File: config.mk
export PLATFORM = sky130hd
export DESIGN_NAME = sw_rom_engine
export DESIGN_NICKNAME = d
export VERILOG_FILES = /design/src/rtl/swrom_pkg.sv /design/src/rtl/swrom_cmd_dec.sv /design/src/rtl/swrom_crc8.sv /design/src/rtl/sw_rom_engine.sv
export SDC_FILE = /design/constraint.sdc
export NUM_CORES = 1
export LEC_CHECK = 0
export BUFFER_PORTS_ARGS = -buffer_cell sky130_fd_sc_hd__buf_2
export CORE_MARGIN = 2
export CORE_UTILIZATION = 57
export CTS_CLUSTER_DIAMETER = 60
export DETAILED_ROUTE_END_ITERATION = 10
export PLACE_DENSITY = 0.93
export SETUP_SLACK_MARGIN = 0.1
export SYNTH_ARGS = -nofsm -noshare
export SYNTH_HDL_FRONTEND = slang
export SYNTH_SLANG_ARGS = --single-unit
export TNS_END_PERCENT = 20
File: constraint.sdc
create_clock -name clk -period 8.7 [get_ports clk]
set_input_delay 1.74 -clock clk [delete_from_list [all_inputs] [get_ports clk]]
set_output_delay 1.74 -clock clk [all_outputs]
set_load 0.01 [all_outputs]
File: src/rtl/swrom_pkg.sv
package swrom_pkg;
   typedef enum logic [2:0] {
      ST_IDLE, ST_CMD, ST_READ, ST_MATCH, ST_SBIT, ST_SCMP, ST_SPICK, ST_SEL
   } rom_st_t;

   typedef enum logic [2:0] {
      OP_READ, OP_MATCH, OP_SEARCH, OP_SKIP, OP_NONE
   } rom_op_t;

   localparam logic [7:0] CODE_READ   = 8'h33;
   localparam logic [7:0] CODE_MATCH  = 8'h55;
   localparam logic [7:0] CODE_SEARCH = 8'hF0;
   localparam logic [7:0] CODE_SKIP   = 8'hCC;
   localparam logic [7:0] CRC_POLY_R  = 8'h8C; // reflected x^8+x^5+x^4+1
endpackage

File: src/rtl/swrom_cmd_dec.sv
module swrom_cmd_dec
   import swrom_pkg::*;
#(
   parameter int CMD_BITS = 8
) (
   input  logic [CMD_BITS-1:0] code_i,
   output rom_op_t             op_o
);
   always_comb begin
      unique case (code_i)
         CODE_READ:   op_o = OP_READ;
         CODE_MATCH:  op_o = OP_MATCH;
         CODE_SEARCH: op_o = OP_SEARCH;
         CODE_SKIP:   op_o = OP_SKIP;
         default:     op_o = OP_NONE;
      endcase
   end
endmodule

File: src/rtl/swrom_crc8.sv
module swrom_crc8
   import swrom_pkg::*;
#(
   parameter int DATA_BITS = 64
) (
   input  logic [DATA_BITS-1:0] data_i,
   output logic [7:0]           crc_o
);
   always_comb begin
      logic [7:0] acc;
      logic       fb;
      acc = '0;
      for (int i = 0; i < DATA_BITS; i++) begin
         fb  = acc[0] ^ data_i[i];
         acc = {1'b0, acc[7:1]};
         if (fb) acc = acc ^ CRC_POLY_R;
      end
      crc_o = acc;
   end
endmodule

File: src/rtl/sw_rom_engine.sv
module sw_rom_engine
   import swrom_pkg::*;
#(
   parameter int ID_BITS  = 64,
   parameter int CMD_BITS = 8
) (
   input  logic               clk,
   input  logic               rst_n,
   input  logic               bus_rst_i,
   input  logic               slot_i,
   input  logic               rx_bit_i,
   input  logic [ID_BITS-1:0] id_i,
   output logic               tx_bit_o,
   output logic               tx_en_o,
   output logic               sel_o,
   output logic               crc_ok_o
);
   localparam int CW = $clog2(ID_BITS);
   localparam logic [CW-1:0] LAST_ID  = CW'(ID_BITS - 1);
   localparam logic [CW-1:0] LAST_CMD = CW'(CMD_BITS - 1);

   generate
      if (CMD_BITS != 8) begin : g_bad_cmd
         $error("CMD_BITS must be 8");
      end
      if (ID_BITS < CMD_BITS || (ID_BITS % 8) != 0) begin : g_bad_id
         $error("ID_BITS must be a multiple of 8 and not below CMD_BITS");
      end
   endgenerate

   rom_st_t             st_q;
   logic [CW-1:0]       cnt_q;
   logic [CMD_BITS-1:0] cmd_q;
   logic [CMD_BITS-1:0] cmd_next;
   rom_op_t             op;
   logic                id_bit;
   logic [7:0]          crc_res;

   assign cmd_next = {rx_bit_i, cmd_q[CMD_BITS-1:1]};
   assign id_bit   = id_i[cnt_q];

   swrom_cmd_dec #(.CMD_BITS(CMD_BITS)) u_dec (
      .code_i (cmd_next),
      .op_o   (op)
   );

   swrom_crc8 #(.DATA_BITS(ID_BITS)) u_crc (
      .data_i (id_i),
      .crc_o  (crc_res)
   );

   assign crc_ok_o = (crc_res == 8'h00);

   always_ff @(posedge clk or negedge rst_n) begin
      if (!rst_n) begin
         st_q  <= ST_IDLE;
         cnt_q <= '0;
         cmd_q <= '0;
      end else if (bus_rst_i) begin
         st_q  <= ST_CMD;
         cnt_q <= '0;
         cmd_q <= '0;
      end else if (slot_i) begin
         unique case (st_q)
            ST_CMD: begin
               cmd_q <= cmd_next;
               if (cnt_q == LAST_CMD) begin
                  cnt_q <= '0;
                  unique case (op)
                     OP_READ:   st_q <= ST_READ;
                     OP_MATCH:  st_q <= ST_MATCH;
                     OP_SEARCH: st_q <= ST_SBIT;
                     OP_SKIP:   st_q <= ST_SEL;
                     default:   st_q <= ST_IDLE;
                  endcase
               end else begin
                  cnt_q <= cnt_q + 1'b1;
               end
            end
            ST_READ: begin
               cnt_q <= cnt_q + 1'b1;
               if (cnt_q == LAST_ID) st_q <= ST_SEL;
            end
            ST_MATCH: begin
               cnt_q <= cnt_q + 1'b1;
               if (rx_bit_i != id_bit)   st_q <= ST_IDLE;
               else if (cnt_q == LAST_ID) st_q <= ST_SEL;
            end
            ST_SBIT: st_q <= ST_SCMP;
            ST_SCMP: st_q <= ST_SPICK;
            ST_SPICK: begin
               cnt_q <= cnt_q + 1'b1;
               if (rx_bit_i != id_bit)   st_q <= ST_IDLE;
               else if (cnt_q == LAST_ID) st_q <= ST_SEL;
               else                      st_q <= ST_SBIT;
            end
            default: st_q <= st_q;
         endcase
      end
   end

   always_comb begin
      tx_en_o  = 1'b0;
      tx_bit_o = 1'b1;
      unique case (st_q)
         ST_READ, ST_SBIT: begin
            tx_en_o  = 1'b1;
            tx_bit_o = id_bit;
         end
         ST_SCMP: begin
            tx_en_o  = 1'b1;
            tx_bit_o = ~id_bit;
         end
         default: ;
      endcase
   end

   assign sel_o = (st_q == ST_SEL);
endmodule

; After elaboration in Yosys (flattened, before gate mapping)
; Index checks and enable logic that the tools add are counted.
[op_classes]
n_addsub = 1
magnitude_cmp = 1
eq_ne = 18
n_mux = 85
bitwise_logic = 127
reduce_logical = 12
[op_table]
columns = cell, n
row1 = two-way mux 8 bit, 67
row2 = NOT 2 -> 3 bit, 63
row3 = bitwise XOR 1 bit, 63
row4 = case mux 3 bit (4 select lines), 2
row5 = two-way mux 3 bit, 6
row6 = two-way mux 6 bit, 3
row7 = case mux 3 bit (6 select lines), 1
row8 = "== test 8 bit, second input constant", 2
row9 = "== test 3 x 2 -> 1 bit, second input constant", 4
row10 = "== test 3 bit, second input constant", 4
row11 = case mux 6 bit (2 select lines), 1
row12 = "== test 8 x 6 -> 1 bit, second input constant", 1
row13 = "== test 8 x 7 -> 1 bit, second input constant", 1
row14 = logical NOT 8 bit, 1
row15 = "< comparator 6 x 7 -> 1 bit, second input constant", 1
row16 = nonzero test 7 bit, 1
row17 = "adder 6 x 1 -> 6 bit, second input constant", 1
row18 = binary-select mux 1 bit (select 6 bit), 1
row19 = "== test 3 x 1 -> 1 bit, second input constant", 2
row20 = "== test 6 x 3 -> 1 bit, second input constant", 1
row21 = "== test 6 bit, second input constant", 1
row22 = OR reduction 3 bit, 2
row23 = AND reduction 2 bit, 2
row24 = nonzero test 2 bit, 2
row25 = 10 further kinds, 11
[word_totals]
reg_bits = 17
input_bits = 69
out_inout_bits = 4
elab_cells = 247

; Depth between registers and ports, before layout
; Gate-level depths: netlist of the first run.
[depth]
word_depth = 128
ltp_mapped = 13
ltp_nobuf = 12

; Cells and area by module
; Synthesis of the first run repeated with hierarchy kept, for this count alone.
[unflattened]
cells_unflattened = 367
hier_area_um2 = 4083.9
[by_module_without_submodules]
columns = mod, instances, cells_each, area_per_inst_um2, seq_area_each_um2
row1 = swrom_crc8, 1, 164, 2265.9, 0.0
row2 = sw_rom_engine, 1, 191, 1696.6, 400.4
row3 = swrom_cmd_dec, 1, 12, 121.4, 0.0

; Worst setup path before layout of the first run
; Ideal clock, no wire load.
[synth_path]
path_kind = in2out
startpoint = in id_i[0]
endpoint = out crc_ok_o
t_arrival_ps = 5523
required_ps = 6960
path_slack_ps = 1437
cell_stages = 12
n_path_buf = 0
cell_sequence = xnor3_2 xor2_2 xnor2_1 xnor3_2 xnor3_2 xor2_2 xnor2_1 xor2_1 xor3_1 nor3_1 o21ai_1 a2111oi_2
[synth_between]
elab_chain_cells = 96
word_cells_on_any_way = 185
cone_classes = mux (64) / bitwise (120) / reduce/logical (1)
[synth_rtl]
columns = element, line_no
row1 = from (decl), sw_rom_engine.sv:12  ; input logic [ID_BITS-1:0] id_i,
row2 = two-way mux 8 bit (*) (3 in series), swrom_crc8.sv:16  ; if (fb) acc = acc ^ CRC_POLY_R;
row3 = bitwise XOR 1 bit or two-way mux 8 bit (tied branches), "swrom_crc8.sv:14, swrom_crc8.sv:16"
row4 = two-way mux 8 bit (*) (3 in series), swrom_crc8.sv:16
row5 = "bitwise XOR 1 bit, or another cell as far along", swrom_crc8.sv:14  ; fb = acc[0] ^ data_i[i];
row6 = two-way mux 8 bit (*), swrom_crc8.sv:16
row7 = "NOT 2 -> 3 bit (no line), or another cell as far along", --
row8 = two-way mux 8 bit (*) (3 in series), swrom_crc8.sv:16
row9 = "bitwise XOR 1 bit, or another cell as far along", swrom_crc8.sv:14
row10 = (+72 left out), --
row11 = two-way mux 8 bit (*), swrom_crc8.sv:16
row12 = "NOT 2 -> 3 bit (no line), or another cell as far along", --
row13 = two-way mux 8 bit (*) (3 in series), swrom_crc8.sv:16
row14 = "bitwise XOR 1 bit, or another cell as far along", swrom_crc8.sv:14
row15 = two-way mux 8 bit (*), swrom_crc8.sv:16
row16 = "parallel branches: the longest is 1 deep, another holds bitwise XOR 1 bit", --
row17 = two-way mux 8 bit (*), swrom_crc8.sv:16
row18 = logical NOT 8 bit (*), sw_rom_engine.sv:52  ; assign crc_ok_o = (crc_res == 8'h00);
row19 = to (decl), sw_rom_engine.sv:16  ; output logic crc_ok_o
; Every way passes the cells marked *.

; Final worst setup path of the first run
[layout_path]
startpoint = in id_i[9]
endpoint = out crc_ok_o
[layout_between]
elab_chain_cells = 84
word_cells_on_any_way = 159
cone_classes = mux (55) / bitwise (103) / reduce/logical (1)
[layout_rtl]
columns = element, line_no
row1 = bitwise XOR 1 bit (*), swrom_crc8.sv:14
row2 = two-way mux 8 bit (*), swrom_crc8.sv:16
row3 = NOT 2 -> 3 bit (no line), --
row4 = two-way mux 8 bit (*) (3 in series), swrom_crc8.sv:16
row5 = bitwise XOR 1 bit, swrom_crc8.sv:14
row6 = two-way mux 8 bit (*), swrom_crc8.sv:16
row7 = NOT 2 -> 3 bit (no line), --
row8 = two-way mux 8 bit (*) (3 in series), swrom_crc8.sv:16
row9 = (+61 left out), --
row10 = two-way mux 8 bit (*), swrom_crc8.sv:16
row11 = NOT 2 -> 3 bit (no line), --
row12 = two-way mux 8 bit (*) (3 in series), swrom_crc8.sv:16
row13 = bitwise XOR 1 bit, swrom_crc8.sv:14
row14 = two-way mux 8 bit (*), swrom_crc8.sv:16
row15 = NOT 2 -> 3 bit (no line), --
row16 = two-way mux 8 bit (*) (2 in series), swrom_crc8.sv:16
row17 = logical NOT 8 bit (*), sw_rom_engine.sv:52
; Marks and branches as above.

==> results of run 1 <==
[kinds of logic after synthesis]
group | synth area share [%]
mux | 12.4
simple gates | 10.2
fa+ha+maj | 0.350
buf+inv | 1.68
xor+xnor | 57.0
flops | 11.2
compound gates | 7.15
[sequential cells by signal, indices dropped and copies added (netlist names)]
register  count
st_q          3
cmd_q         7
cnt_q         6
[through the flow]
step                util [%]  hold slack, ns
finish                  67.4           0.588
global route            67.4           0.656
CTS                     67.4           0.590
detailed placement      66.4           0.578
global placement        66.4           0.571
floorplan                  -           0.536
[final cells by class]
cell class | count | area, µm²
multi-input combinational | 287 | 3110
fill | 444 | 1960
sequential | 16 | 400
timing repair buffer | 72 | 360
tap | 75 | 93.8
clock buffer | 4 | 55.1
inverter | 4 | 15.0
[per-layer routing]
metal	global-route usage (%)	wire, µm	share of wire, %	vias to the layer above
li1	-	-	-	1264
met1	34.7	3650	42	1299
met2	44.6	4440	51	96
met3	1.59	411	4.7	17
met4	8.05	205	2.4	0
met5	0	0	0	-
[final timing paths]
| kind | slack (ns) | to | startpoint | cells after the start |
|---|---|---|---|---|
| setup / recovery | 0.86 | crc_ok_o | id_i[9] | 14 |
| hold reg to reg | 0.59 | cmd_q[3] | cmd_q[3] | 2 |
| setup reg to reg | 5.03 | st_q[2] | cnt_q[0] | 11 |
| max in group asynchronous | 7.02 | cnt_q[3] | rst_n | 1 |
| hold / removal | 0.59 | cmd_q[3] | cmd_q[3] | 2 |
| min in group asynchronous | 1.40 | cmd_q[7] | rst_n | 1 |
[critical path: stages]
cell	delay, ns
buf_2	0.14
xnor2_1	0.36
xnor3_1	0.55
xor2_1	0.27
xnor3_1	0.40
xnor3_2	0.48
xor2_4	0.21
xnor2_1	0.28
xor2_1	0.34
xor3_1	0.51
nor3_1	0.20
o21ai_1	0.10
a2111oi_2	0.34
buf_2	0.18
[placed cells by master, fill, tap and decap left out, drive strengths merged]
| cell type | instances |
|---|---|
| xnor2 | 79 |
| buf | 72 |
| xor2 | 40 |
| xnor3 | 29 |
| nor2 | 18 |
| nand2 | 16 |
| dfrtp | 16 |
| mux4 | 16 |
| a21oi | 11 |
| nor3 | 9 |
| a22oi | 8 |
| mux2i | 8 |
| nor4bb | 7 |
| o21ai | 7 |
| xor3 | 6 |
| inv | 4 |
| nand3 | 4 |
| clkbuf | 4 |
| nor2b | 3 |
| a211oi | 2 |
| a31oi | 2 |
| nand3b | 2 |
| nand4 | 2 |
| o31ai | 2 |
| and3 | 2 |
| nand2b | 1 |
| and2 | 1 |
| o22a | 1 |
| o211ai | 1 |
| a2111oi | 1 |
| nor4 | 1 |
| a21boi | 1 |
| a22o | 1 |
| or2 | 1 |
| and3b | 1 |
| o21bai | 1 |
| o21a | 1 |
| nor3b | 1 |
| ha | 1 |
==> key figures, run 1 <==
Status
  – Status: finished clean

Critical path
  – Worst Path Max Fanout: 5
  – Crit. End Element: output pin
  – Worst EP required: 6.96 ns
  – CP Data Arrival Time: 6.10 ns
  – WS Path Type: input pin to output pin
  – CP startpoint kind: input pin

Placement
  – GPL Wtd Cong: 0.940
  – Placed instance count: 454
  – Post-Place Cell Area: 3980 µm²
  – DP HPWL: 7.28 mm
  – Place WS: 0.884 ns
  – PortBufs: 72

CTS
  – CTS resizes: 0
  – CTS Hold Bufs: 0
  – Worst-skew pair later-pin latency: 0.25 ns
  – Post-CTS setup buffers: 0
  – CTS H-Tree Depth: 1
  – Maximum buffer depth of the clock tree: 2
  – CTS tree: done
  – Reg clk slew, reported paths: 0.06 ns
  – Cts bufs inserted: 3
  – Root buf cell: clkbuf_8
  – Clock sink total: 16

Logic synthesis
  – Most frequent cell after synthesis: xnor2_1
  – Post-synth top cells: 72 x xnor2_1, 31 x xor2_1, 18 x nor2_1, 18 x xnor3_1
  – Post-synth EDFFs: 0
  – Gate Count Post-Synth: 319
  – Synth area leader: xnor2_1
  – Synth unique cells: 48
  – Synth area leaders: xnor2_1 18%, xnor3_1 11%, dfrtp_1 11%, mux4_2 9.5%, xor2_1 7.6%
  – Synth Register Bits: 16
  – Mean Syn Cell Area: 11.2 µm²
  – Seq/Total Area, Yosys: 11.2%
  – Yosys top cell area share: 17.7%
  – Cell area after synthesis: 3570 µm²
  – Post-synth top flop: dfrtp_1
  – Syn_nets: 389
  – Ys Warns: 0
  – Asr flop ratio synth: 100%

STA
  – Period utilization: 90.2%
  – F_max: 127 MHz
  – Worst slew pin tran: 1.16 ns
  – RSZ-0062 raised after global routing: false
  – Slew Viols, Final: 0
  – Final setup fails: 0
  – Final min period: 7.84 ns
  – Normalized max-slew margin: 22.5%
  – Hold Vio Cnt, Final: 0
  – Setup Skew: 0.00713 ns
  – Setup TNS: 0 ns
  – Setup WS post-layout: 0.856 ns

Floorplan
  – Row cnt: 28
  – Boundary Pins: 73
  – Die X: 83.2 µm
  – Die height: 83.2 µm
  – Initial core utilization: 59.6%
  – Core footprint: 5990 µm²
  – Die ar.: 6910 µm²

Global routing
  – Overall Global Routing Usage: 25.7%
  – Vias in the first global route: 2,842
  – Largest net degree at the start of global routing: 20
  – Total gr overflow: 0
  – Initial antenna violation count: 0
  – First-pass GRT wire length: 14.3 mm

Drt
  – Post-route ant nets: 0
  – Routed WL: 8.70 mm
  – Wirelength per Cell: 19.0 µm
  – DR vias/cell: 5.84
  – Via count of the routed design: 2,676
  – DR iter-0 viols: 173
  – Initial DRT Pass Iterations: 4
  – Number of remaining DRC errors: 0

Final layout
  – Fin nets: 454
  – Fin cells: 458
  – Layout area overhead: 13.0%
  – Fin area: 4040 µm²
  – Ant diodes: 0
  – Layout cells sized above 1: 31.9%

Flow run
  – Max Cap Viol: 0

Hold path
  – Hold Crit Class: register to register
Power of run 1 is left out: the tool's default activity adds up to more than one toggle a clock period on the data nets, which glitch-free logic cannot reach.
==> run 2: changes to the inputs <==
- ABC_AREA: default -> 1
- CORE_UTILIZATION: 57 -> 59
- PLACE_DENSITY: 0.93 -> 0.94
- SETUP_SLACK_MARGIN: 0.1 -> 0.2
==> key figures, run 2 <==
STA
  – Setup TNS: 0 ns
  – Setup Skew: 0.00149 ns
  – F_max: 122 MHz
  – Final min period: 8.19 ns
  – Normalized max-slew margin: 16.3%
  – Final setup fails: 0
  – Hold Vio Cnt, Final: 0
  – Period utilization: 94.1%
  – Worst slew pin tran: 1.22 ns
  – RSZ-0062 raised after global routing: false
  – Slew Viols, Final: 0

Placement
  – GPL Wtd Cong: 0.951
  – PortBufs: 72
  – DP HPWL: 9.89 mm
  – Placed instance count: 989

Drt
  – DR vias/cell: 5.66
  – Routed WL: 13.7 mm
  – Initial DRT Pass Iterations: 5
  – DR iter-0 viols: 355
  – Wirelength per Cell: 13.6 µm
  – Post-route ant nets: 0
  – Via count of the routed design: 5,675
  – Number of remaining DRC errors: 0

CTS
  – Cts bufs inserted: 3
  – CTS tree: done
  – CTS H-Tree Depth: 1
  – CTS Hold Bufs: 0
  – Worst-skew pair later-pin latency: 0.25 ns
  – Reg clk slew, reported paths: 0.06 ns
  – Maximum buffer depth of the clock tree: 2
  – Clock sink total: 16
  – Root buf cell: clkbuf_8

Critical path
  – CP Data Arrival Time: 6.45 ns
  – CP peak stage delay: 0.17 ns
  – WS Path Type: input pin to output pin
  – Crit-path slowest cell: nand2_4
  – Crit. End Element: output pin
  – CP startpoint kind: input pin
  – Worst Path Max Fanout: 5
  – Most used cell, CP: nand2_2
  – CP top delay family: simple AND/OR/NAND/NOR gates
  – Worst EP required: 6.96 ns
  – Bufs and invs on worst path: 6

Global routing
  – Largest net degree at the start of global routing: 37
  – Vias in the first global route: 4,822
  – Initial antenna violation count: 0
  – First-pass GRT wire length: 20.2 mm
  – Total gr overflow: 0
  – Overall Global Routing Usage: 28.1%

Logic synthesis
  – Post-synth top flop: dfrtp_1
  – Most frequent cell after synthesis: nand2_1
  – Syn_nets: 896
  – Asr flop ratio synth: 100%
  – Post-synth EDFFs: 0
  – Ys Warns: 0
  – Seq/Total Area, Yosys: 8.74%
  – Post-synth top cells: 226 x nand2_1, 132 x nand3_1, 110 x inv_1
  – Cell area after synthesis: 4580 µm²
  – Mean Syn Cell Area: 5.55 µm²
  – Synth area leaders: nand2_1 19%, nand3_1 14%, nand2_2 10%, inv_1 9.0%, dfrtp_1 8.7%
  – Yosys top cell area share: 18.5%
  – Synth area leader: nand2_1
  – Synth unique cells: 36
  – Synth Register Bits: 16
  – Gate Count Post-Synth: 826

Final layout
  – Layout area overhead: 21.7%
  – Layout cells sized above 1: 33.0%
  – Regs by FF count: cmd_q (7), cnt_q (6), st_q (3)
  – Core Util, Final: 73.3%
  – Reg with most FFs: cmd_q
  – Max reg flops: 7
  – Fin cells: 1,002
  – Ant diodes: 0
  – Commonest non-fill, non-tap cell in the layout: nand2_1
  – Most frequent cells in the layout: 191 x nand2_1, 104 x inv_1, 104 x nand3_1
  – Fin nets: 971

Floorplan
  – Die ar.: 8480 µm²
  – Initial core utilization: 60.2%
  – Core footprint: 7610 µm²
  – Row cnt: 32
  – Die height: 92.1 µm
  – Boundary Pins: 73
  – Die X: 92.1 µm

Flow run
  – Max Cap Viol: 0

Status
  – Status: finished clean

Hold path
  – Hold Crit Class: register to register
## run 2: logic make-up after synthesis
logic type                 synth area share [%]
AOI/OAI and AO/OA                          12.4
xor gates and xnor gates                   9.92
adders and majority gates                 0.273
buffers and inverters                      11.8
DFF                                        8.74
and+or+nand+nor                            56.9
## run 2: repair_timing
item,4_1_cts,5_1_grt
gates resized for setup,0,102
setup buffers,0,9
setup endpoints to repair,0,1
## run 2: final timing paths
kind / cells past startpoint / endpoint / slack (ns) / start
setup / recovery: 52 / crc_ok_o / 0.51 / id_i[5]
hold / removal: 2 / cmd_q[1] / 0.60 / cmd_q[2]
setup reg to reg: 15 / st_q[0] / 4.80 / cnt_q[0]
hold reg to reg: 2 / cmd_q[1] / 0.60 / cmd_q[2]
max in group asynchronous: 1 / cnt_q[0] / 7.05 / rst_n
min in group asynchronous: 1 / cmd_q[6] / 1.39 / rst_n
## run 2: routing by layer
| metal | up-vias | global-route usage, % | wire, µm |
|---|---|---|---|
| li1 | 2814 | - | - |
| met1 | 2581 | 36.3 | 5630 |
| met2 | 239 | 50.5 | 6850 |
| met3 | 41 | 2.05 | 837 |
| met4 | 0 | 7.09 | 343 |
| met5 | - | 0 | 0 |
## run 2: worst min-delay path, cell delays in order, from the launching register on
cell and delay (ns):
dfrtp_1 0.34, inv_1 0.07, o21ai_0 0.15
## run 2: stage by stage
stage	setup WS [ns]	instance area, µm²	hold slack [ns]
3_5_place_dp	0.623	5030	0.576
2_1_floorplan	1.33	4580	0.523
5_1_grt	0.0101	5580	0.627
6_report	0.511	5580	0.600
3_3_place_gp	0.726	5030	0.567
4_1_cts	0.601	5080	0.591
## run 2: layout make-up
class / instances / area, µm²
Clock buffer: 4 / 55.1
Fill cell: 632 / 2030
Inverter: 131 / 492
Multi-Input combinational cell: 667 / 4060
Sequential cell: 16 / 400
Tap cell: 102 / 128
Timing Repair Buffer: 82 / 438
Power of run 2 is left out for the same reason.
==> run 3: changes to the inputs <==
- BUFFER_PORTS_ARGS: -buffer_cell sky130_fd_sc_hd__buf_2 -> default
- CORE_UTILIZATION: 59 -> 60
- DONT_BUFFER_PORTS: default -> 1
- PLACE_DENSITY: 0.94 -> 0.87
==> key figures, run 3 (synthesis results as in run 2) <==
CTS
  – CTS H-Tree Depth: 1
  – Worst-skew pair later-pin latency: 0.25 ns
  – CTS Hold Bufs: 0
  – Cts bufs inserted: 3
  – Clock sink total: 16
  – CTS tree: done
  – Root buf cell: clkbuf_8
  – Reg clk slew, reported paths: 0.06 ns
  – Maximum buffer depth of the clock tree: 2

Placement
  – DP HPWL: 10.0 mm
  – PortBufs: 0
  – Post-Place Cell Area: 4660 µm²
  – GPL Wtd Cong: 0.941
  – Placed instance count: 913

Status
  – Status: finished clean

Global routing
  – Largest net degree at the start of global routing: 38
  – Overall Global Routing Usage: 28.5%
  – Vias in the first global route: 4,880
  – Initial antenna violation count: 0
  – Total gr overflow: 0
  – First-pass GRT wire length: 20.3 mm

Drt
  – DR vias/cell: 5.72
  – DR WL met3: 855 µm
  – Wire length on met2: 5.98 mm
  – Initial DRT Pass Iterations: 5
  – Wl on met1: 5.12 mm
  – Number of remaining DRC errors: 0
  – Wirelength per Cell: 13.4 µm
  – Routed WL: 12.3 mm
  – Via count of the routed design: 5,266
  – DR iter-0 viols: 308
  – DR top layer: met4
  – Post-route ant nets: 0

Critical path
  – Crit-path slowest cell: xnor3_1
  – Worst EP required: 6.96 ns
  – Crit. End Element: output pin
  – Worst Path Max Fanout: 5
  – WS Path Type: input pin to output pin
  – CP startpoint kind: input pin
  – Bufs and invs on worst path: 6
  – R2r setup slk: 4.16 ns
  – CP Data Arrival Time: 6.31 ns
  – CP top delay family: simple AND/OR/NAND/NOR gates
  – Most used cell, CP: nand2_1
  – CP peak stage delay: 0.26 ns

Floorplan
  – Row cnt: 31
  – Initial core utilization: 62.5%
  – Die height: 91.4 µm
  – Die ar.: 8350 µm²
  – Die X: 91.4 µm
  – Core footprint: 7330 µm²
  – Boundary Pins: 73

Final layout
  – Fin nets: 892
  – Reg with most FFs: cmd_q
  – Most frequent cells in the layout: 217 x nand2_1, 123 x nand3_1, 110 x inv_1
  – Fillers: 664
  – Ant diodes: 0
  – Fin area: 4830 µm²
  – Commonest non-fill, non-tap cell in the layout: nand2_1
  – Fin cells: 920
  – Regs by FF count: cmd_q (7), cnt_q (6), st_q (3)
  – Max reg flops: 7
  – Layout cells sized above 1: 19.9%
  – Layout area overhead: 5.35%

STA
  – Slew Viols, Final: 0
  – F_max: 124 MHz
  – Setup Skew: 0.00422 ns
  – Normalized max-slew margin: 29.9%
  – Hold Vio Cnt, Final: 0
  – Final setup fails: 0
  – RSZ-0062 raised after global routing: false
  – Final min period: 8.05 ns
  – Final hold slack: 0.595 ns
  – Setup TNS: 0 ns
  – Worst slew pin tran: 1.05 ns
  – Period utilization: 92.5%

Hold path
  – Hold Crit Class: register to register

Flow run
  – Max Cap Viol: 0
==> run 3: final cells by class <==
type                       count  area [µm²]  area share, %
tap                           99         124           2.57
clock buffer                   4        55.1           1.14
inverter                     131         492           10.2
sequential                    16         400           8.30
multi-input combinational    667        3730           77.3
timing repair buffer           3        22.5          0.467
==> run 3: tightest hold or removal path, delay by kind of cell, from the launching register on <==
kind,cells,cell delay (ns)
AOI/OAI and AO/OA,1,0.13
buffers and inverters,1,0.07
DFF,1,0.34
==> run 3: final timing paths <==
check / startpoint / to / cells past startpoint
hold reg to reg: cmd_q[4] / cmd_q[4] / 2
setup reg to reg: cnt_q[0] / st_q[1] / 14
min in group asynchronous: rst_n / cnt_q[0] / 0
max in group asynchronous: rst_n / st_q[2] / 0
setup / recovery: id_i[1] / crc_ok_o / 52
hold / removal: cmd_q[4] / cmd_q[4] / 2
==> run 3: routing by layer <==
metal	global-route usage (%)	vias up
met4	9.97	0
met5	0	-
met1	33.6	2368
met3	3.73	36
met2	52.6	214
li1	-	2648
==> run 3: repair_timing <==
item / in CTS / in global routing
gates resized for setup: 0 / 23
buffers inserted: 0 / 3
hold endpoints to repair: 0 / 0
endpoints found under the setup margin: 0 / 1
==> run 3: per-stage QoR <==
| stage | setup slack (ns) | util, % |
|---|---|---|
| 4_1_cts | 0.694 | 64.3 |
| 2_1_floorplan | 1.33 | - |
| 6_report | 0.650 | 65.8 |
| 5_1_grt | 0.109 | 65.8 |
| 3_5_place_dp | 0.703 | 63.5 |
| 3_3_place_gp | 0.956 | 63.5 |
Power of run 3 is left out for the same reason.
